--- src/rtl/tpg_pkg.sv ---
package tpg_pkg;
  // Feedback tap mask for a maximal-length Fibonacci LFSR that shifts
  // toward the MSB; bit k set means stage k feeds the XOR.
  function automatic logic [31:0] lfsr_taps(input int w);
    logic [31:0] m;
    case (w)
      3:  m = 32'h0000_0006;
      4:  m = 32'h0000_000C;
      5:  m = 32'h0000_0014;
      6:  m = 32'h0000_0030;
      7:  m = 32'h0000_0060;
      8:  m = 32'h0000_00B8;
      9:  m = 32'h0000_0110;
      10: m = 32'h0000_0240;
      11: m = 32'h0000_0500;
      12: m = 32'h0000_0829;
      13: m = 32'h0000_100D;
      14: m = 32'h0000_2015;
      15: m = 32'h0000_6000;
      16: m = 32'h0000_D008;
      default: m = 32'h0000_000C;
    endcase
    return m;
  endfunction

  localparam int MAP_FIELD = 8;
endpackage

--- src/rtl/tpg_lfsr.sv ---
module tpg_lfsr #(
  parameter int W = 4
) (
  input  logic         clk,
  input  logic         rst,
  input  logic         load,
  input  logic [W-1:0] seed,
  input  logic         step,
  output logic [W-1:0] state
);
  localparam logic [W-1:0] MASK = W'(tpg_pkg::lfsr_taps(W));
  localparam logic [W-1:0] ONE  = W'(1);

  logic [W-1:0] q;
  logic         fb;

  assign fb    = ^(q & MASK);
  assign state = q;

  always_ff @(posedge clk) begin
    if (rst)
      q <= ONE;
    else if (load)
      q <= (seed == '0) ? ONE : seed;
    else if (step)
      q <= {q[W-2:0], fb};
  end
endmodule

--- src/rtl/tpg_rate_div.sv ---
module tpg_rate_div #(
  parameter int RATIO_W = 8
) (
  input  logic               clk,
  input  logic               rst,
  input  logic               clear,
  input  logic               run,
  input  logic [RATIO_W-1:0] ratio,
  output logic               tick
);
  logic [RATIO_W-1:0] phase_q;
  logic [RATIO_W-1:0] ratio_eff;

  assign ratio_eff = (ratio == '0) ? RATIO_W'(1) : ratio;
  assign tick      = run && (phase_q == ratio_eff - RATIO_W'(1));

  always_ff @(posedge clk) begin
    if (rst || clear)
      phase_q <= '0;
    else if (run)
      phase_q <= tick ? '0 : phase_q + RATIO_W'(1);
  end
endmodule

--- src/rtl/tpg_len_ctrl.sv ---
module tpg_len_ctrl #(
  parameter int LEN_W = 16
) (
  input  logic             clk,
  input  logic             rst,
  input  logic             accept,
  input  logic [LEN_W-1:0] len,
  output logic             running,
  output logic             last
);
  logic [LEN_W-1:0] cnt_q;
  logic [LEN_W-1:0] len_q;
  logic             run_q;

  assign running = run_q;
  assign last    = run_q && (cnt_q == len_q - LEN_W'(1));

  always_ff @(posedge clk) begin
    if (rst) begin
      run_q <= 1'b0;
      cnt_q <= '0;
      len_q <= '0;
    end else if (accept) begin
      run_q <= (len != '0);
      cnt_q <= '0;
      len_q <= len;
    end else if (run_q) begin
      cnt_q <= cnt_q + LEN_W'(1);
      if (last) run_q <= 1'b0;
    end
  end
endmodule

--- src/rtl/dual_rate_tpg.sv ---
module dual_rate_tpg #(
  parameter int SLOW_W  = 4,
  parameter int FAST_W  = 4,
  parameter int NUM_IN  = 10,
  parameter int RATIO_W = 8,
  parameter int LEN_W   = 16,
  parameter logic [NUM_IN-1:0] IN_SLOW = 10'b11_1111_0000,
  parameter logic [NUM_IN*tpg_pkg::MAP_FIELD-1:0] IN_STAGE =
    {8'd1, 8'd0, 8'd3, 8'd2, 8'd1, 8'd0, 8'd3, 8'd2, 8'd1, 8'd0}
) (
  input  logic               clk,
  input  logic               rst,
  input  logic               start,
  input  logic               seed_load,
  input  logic [SLOW_W-1:0]  seed_slow,
  input  logic [FAST_W-1:0]  seed_fast,
  input  logic [RATIO_W-1:0] div_ratio,
  input  logic [LEN_W-1:0]   test_len,
  output logic [NUM_IN-1:0]  pattern,
  output logic               pat_valid,
  output logic               done
);
  localparam int MF = tpg_pkg::MAP_FIELD;

  logic               running;
  logic               last;
  logic               accept;
  logic               tick;
  logic               load_ok;
  logic [RATIO_W-1:0] ratio_q;
  logic [SLOW_W-1:0]  slow_q;
  logic [FAST_W-1:0]  fast_q;
  logic [NUM_IN-1:0]  mapped;
  logic [NUM_IN-1:0]  pattern_q;
  logic               valid_q;
  logic               done_q;

  assign accept  = start && !running;
  assign load_ok = seed_load && !running;

  tpg_len_ctrl #(.LEN_W(LEN_W)) u_len (
    .clk(clk), .rst(rst), .accept(accept), .len(test_len),
    .running(running), .last(last)
  );

  tpg_rate_div #(.RATIO_W(RATIO_W)) u_div (
    .clk(clk), .rst(rst), .clear(accept), .run(running),
    .ratio(ratio_q), .tick(tick)
  );

  tpg_lfsr #(.W(SLOW_W)) u_slow (
    .clk(clk), .rst(rst), .load(load_ok), .seed(seed_slow),
    .step(tick), .state(slow_q)
  );

  tpg_lfsr #(.W(FAST_W)) u_fast (
    .clk(clk), .rst(rst), .load(load_ok), .seed(seed_fast),
    .step(running), .state(fast_q)
  );

  for (genvar i = 0; i < NUM_IN; i++) begin : g_map
    localparam int IDX = int'(IN_STAGE[i*MF +: MF]);
    if (IN_SLOW[i]) begin : g_slow
      assign mapped[i] = slow_q[IDX];
    end else begin : g_fast
      assign mapped[i] = fast_q[IDX];
    end
  end

  always_ff @(posedge clk) begin
    if (rst) begin
      ratio_q   <= RATIO_W'(1);
      pattern_q <= '0;
      valid_q   <= 1'b0;
      done_q    <= 1'b0;
    end else begin
      valid_q <= running;
      if (running) pattern_q <= mapped;
      if (accept) begin
        ratio_q <= div_ratio;
        done_q  <= (test_len == '0);
      end else if (last) begin
        done_q <= 1'b1;
      end
    end
  end

  assign pattern   = pattern_q;
  assign pat_valid = valid_q;
  assign done      = done_q;
endmodule

--- config.mk ---
export PLATFORM = sky130hd
export DESIGN_NAME = dual_rate_tpg
export DESIGN_NICKNAME = d
export VERILOG_FILES = /design/src/rtl/tpg_pkg.sv /design/src/rtl/tpg_lfsr.sv /design/src/rtl/tpg_rate_div.sv /design/src/rtl/tpg_len_ctrl.sv /design/src/rtl/dual_rate_tpg.sv
export SDC_FILE = /design/constraint.sdc
export NUM_CORES = 1
export LEC_CHECK = 0
export CORE_MARGIN = 4
export CORE_UTILIZATION = 40
export CTS_BUF_LIST = sky130_fd_sc_hd__clkbuf_16
export CTS_CLUSTER_SIZE = 10
export DETAILED_ROUTE_END_ITERATION = 10
export PLACE_DENSITY_LB_ADDON = 0.12
export SYNTH_ARGS = -nofsm -noshare
export SYNTH_HDL_FRONTEND = slang
export SYNTH_SLANG_ARGS = --single-unit
--- constraint.sdc ---
create_clock -name clk -period 2.9 [get_ports clk]
set_clock_uncertainty 0.2 [all_clocks]
set_input_delay 0.58 -clock clk [delete_from_list [all_inputs] [get_ports clk]]
set_output_delay 0.58 -clock clk [all_outputs]
set_load 0.05 [all_outputs]
==> metrics <==
run status complete, no violations; CP max stage delay 0.51 ns; antenna violation net count after detailed routing 0; RePlAce Congestion a little under 0.8; Total GRT Usage 0.1712; Final Hold Viols 0; Max stage delay cell, worst path or4_4; Sink Count 67; Post-Route Utilization 0.5344; Gate power share 0.158; Mapped Area 3476 um^2; Pwr Density ~600 nW/um^2; final WL 8422 um; Residual DRC 0; worst endpoint required time 2.90 ns; Syn. warnings 0; initial antenna violation count 0; largest net degree at the start of global routing 36; worst skew pair latency around 0.33 ns; min-delay src u_len.len_q[15]; port bufs 47; CTS Hold Bufs 0; final non-filler cell total 580; Sw Ratio 0.2550; fin crit period 2.753 ns; CTS tree built; unrepaired setup endpoints after global routing false; ANT cells 0; Final setup viols 0; FP Rows 33; Crit. End Element flop; flop-to-flop setup slack 0.15 ns; Slew @ Worst Pin between 0.5 and 0.6 ns; worst hold path class flop to flop; Internal around 2000 uW; total negative setup slack 0 ns; layout cells sized above 1 0.1032; max-slew violations 0; Die Footprint 10240 um^2; Clock Power Share 0.465; dpl hpwl 6005 um; area delta synth->final 28.22%; Root Buffer clkbuf_16; core area 8341 um^2; Starting DRT DRC Count 92; clk buf depth 2; worst r2r dst u_slow.state[1]; Worst Reg2Reg Path Length in Cells 10; cells along the critical path nor3_2 > a31oi_2 > ha_2 > nor3b_2 > xnor2_1 > o2111ai_1 > or4_4 > a21oi_4 > mux2i_1 > a21oi_1; drt pass-1 iters 4; number of global-route vias before repair a little under 3000; ys async rst share 0; startpoint types flop; part of the power in registers 0.377; WP data arrival 2.76 ns; sw power 684.6 uW; Avg WL per Cell 14.52 um; Mapped Avg Cell Area 8.276 um^2; Leakage Power about 0.0017 uW; Initial Util 0.4167; grt total ovfl 0; Post-Place Cells 564; worst reg2reg path startpoint ratio_q[7]; Max Cap Viol 0; post-synthesis sequential area ratio 0.3859; CP max FO 8; VDD IR max between 0.0003 and 0.0004 V; ys flop type dfxtp_1; via count 3025; H-tree depth 3; relative slew slack 0.6476; final worst slack 0.1469 ns; library cells used by synthesis 56; total of fill cells in the finished design roughly 790; pre-CTS WS 0.01711 ns; number of flops mapped to enable cells by yosys 0; die width 101.2 um; nets@finish between 500 and 600; die height 101.2 um; syn_nets 460; critical path class flop to flop; Clock Pin Slew Worst Setup and Hold Paths 0.06 ns; Ports 48; Post-Syn Instances 420; global-route wire length before repair 13870 um; hold path cells 2; final period utilization 0.9493; Peak Freq 363.2 MHz; synthesized flop and latch total 67; end of the worst hold path u_len.len_q[15]; vias per cell 5.216; CTS Buf Count 9
==> logic make-up (layout without fill, tap and decap cells) <==
group | after synthesis | in the layout | synth area share
and+or+nand+nor | 187 | 187 | 0.2675
xor gates and xnor gates | 48 | 48 | 0.1209
AOI/OAI and AO/OA | 69 | 69 | 0.1231
adders and majority gates | 4 | 4 | 0.01440
buffers and inverters | 27 | 82 | 0.03635
muxes | 18 | 18 | 0.05184
DFF | 67 | 67 | 0.3859
==> power groups by stage <==
stage / combinational (uW) / sequential [uW] / clock [uW]
3_3_place_gp: 416 / 1030 / 0
2_1_floorplan: 264 / 1050 / 0
5_1_grt: 468 / 1020 / 1310
3_5_place_dp: 419 / 1030 / 0
6_report: 425 / 1010 / 1250
4_1_cts: 424 / 1010 / 1270
==> worst max-delay path, delay by kind of cell, from the launching register on <==
family,cells,cell delay [ns]
muxes,1,0.21
DFF,1,0.32
and+or+nand+nor,3,0.91
AOI/OAI and AO/OA,4,0.62
xor gates and xnor gates,1,0.13
adders and majority gates,1,0.23
==> placed cells by master, fill, tap and decap left out, types with 4 or more instances in the layout <==
cell type	n
nand2b_1	6
nand2_1	66
and3_1	6
a21oi_1	38
nor2b_1	4
xor2_1	31
nor2_1	46
mux2i_1	18
clkdlybuf4s50_1	47
buf_4	15
nand3_1	8
clkbuf_16	9
o21ai_0	8
nor4_1	10
nor3_1	9
xnor2_1	16
nand4_1	6
dfxtp_1	67
==> through the flow <==
step                      power (uW)  instance area [um^2]  hold slack (ns)
after detailed placement        1449                  4081           0.2682
after floorplan                 1310                  3476           0.2496
after CTS                       2705                  4425           0.2767
after global placement          1445                  4081           0.2647
after global routing            2796                  4457           0.3163
final                           2685                  4457           0.2734
==> synthesized netlist by cell type, types with 2 or more instances <==
master     count  area share
o21a_1         2      0.0043
nor3b_1        2      0.0043
dfxtp_1       67        0.39
mux2i_1       18       0.052
nand2_1       66       0.071
clkbuf_1      17       0.018
nor2_1        46       0.050
nor4b_1        2      0.0050
nor4_1        10       0.018
nand3_1        8       0.012
nor2b_1        5      0.0090
o221ai_1       2      0.0050
ha_1           4       0.014
nor3_1        11       0.016
and3_1         6       0.011
o21ai_1        2      0.0029
buf_2          2      0.0029
a21oi_1       38       0.055
a211oi_1       2      0.0043
nand4b_1       2      0.0050
xor2_1        32       0.081
and2_1         2      0.0036
or3_1          2      0.0036
or4_4          3      0.0097
nand4_1        6       0.011
o21ai_0        8       0.012
nand2b_1       6       0.011
inv_1          3      0.0032
buf_4          2      0.0043
xnor2_1       16       0.040
buf_6          2      0.0065
o2111ai_1      2      0.0050
==> sequential cells by signal (all words and copies together), names as in the netlist <==
| name | count |
|---|---|
| u_len.cnt_q | 16 |
| u_len.running | 1 |
| ratio_q | 8 |
| u_len.len_q | 16 |
| u_div.phase_q | 8 |
| u_slow.state | 4 |
| done | 1 |
| u_fast.state | 4 |
| pat_valid | 1 |
| pattern | 8 |
==> area by class of cell <==
cell class / instances / area [um^2] / area share
Inverter: 4 / 15.01 / 0.003369
Tap cell: 105 / 131.4 / 0.02948
Clock inverter: 7 / 116.4 / 0.02611
Sequential cell: 67 / 1341 / 0.3010
Timing Repair Buffer: 62 / 583.1 / 0.1308
Clock buffer: 9 / 225.2 / 0.05053
Multi-Input combinational cell: 326 / 2044 / 0.4587
==> worst max path at each step <==
stage                 start               end  depth (start not counted)
6_report         ratio_q[7]   u_slow.state[1]                         10
2_1_floorplan    ratio_q[2]  u_div.phase_q[5]                         11
4_1_cts          ratio_q[2]   u_slow.state[1]                         10
3_3_place_gp   test_len[11]              done                          8
3_5_place_dp    test_len[8]              done                          7
5_1_grt          ratio_q[2]   u_slow.state[3]                         10
==> timing repair <==
action | 4_1_cts | 5_1_grt
setup endpoints to repair | 1 | 12
setup buffers | 0 | 0
pin swaps | 0 | 0
hold endpoints to repair | 0 | 0
gates resized for setup | 1 | 6
==> metal layers <==
metal	global-route usage	part of all wire	vias up
li1	-	-	1568
met1	0.2251	0.50	1399
met2	0.2792	0.45	52
met3	0.04270	0.045	6
met4	0.04908	0.0085	0
met5	0	0	-
Note: power is estimated with default switching activity, not from simulation.
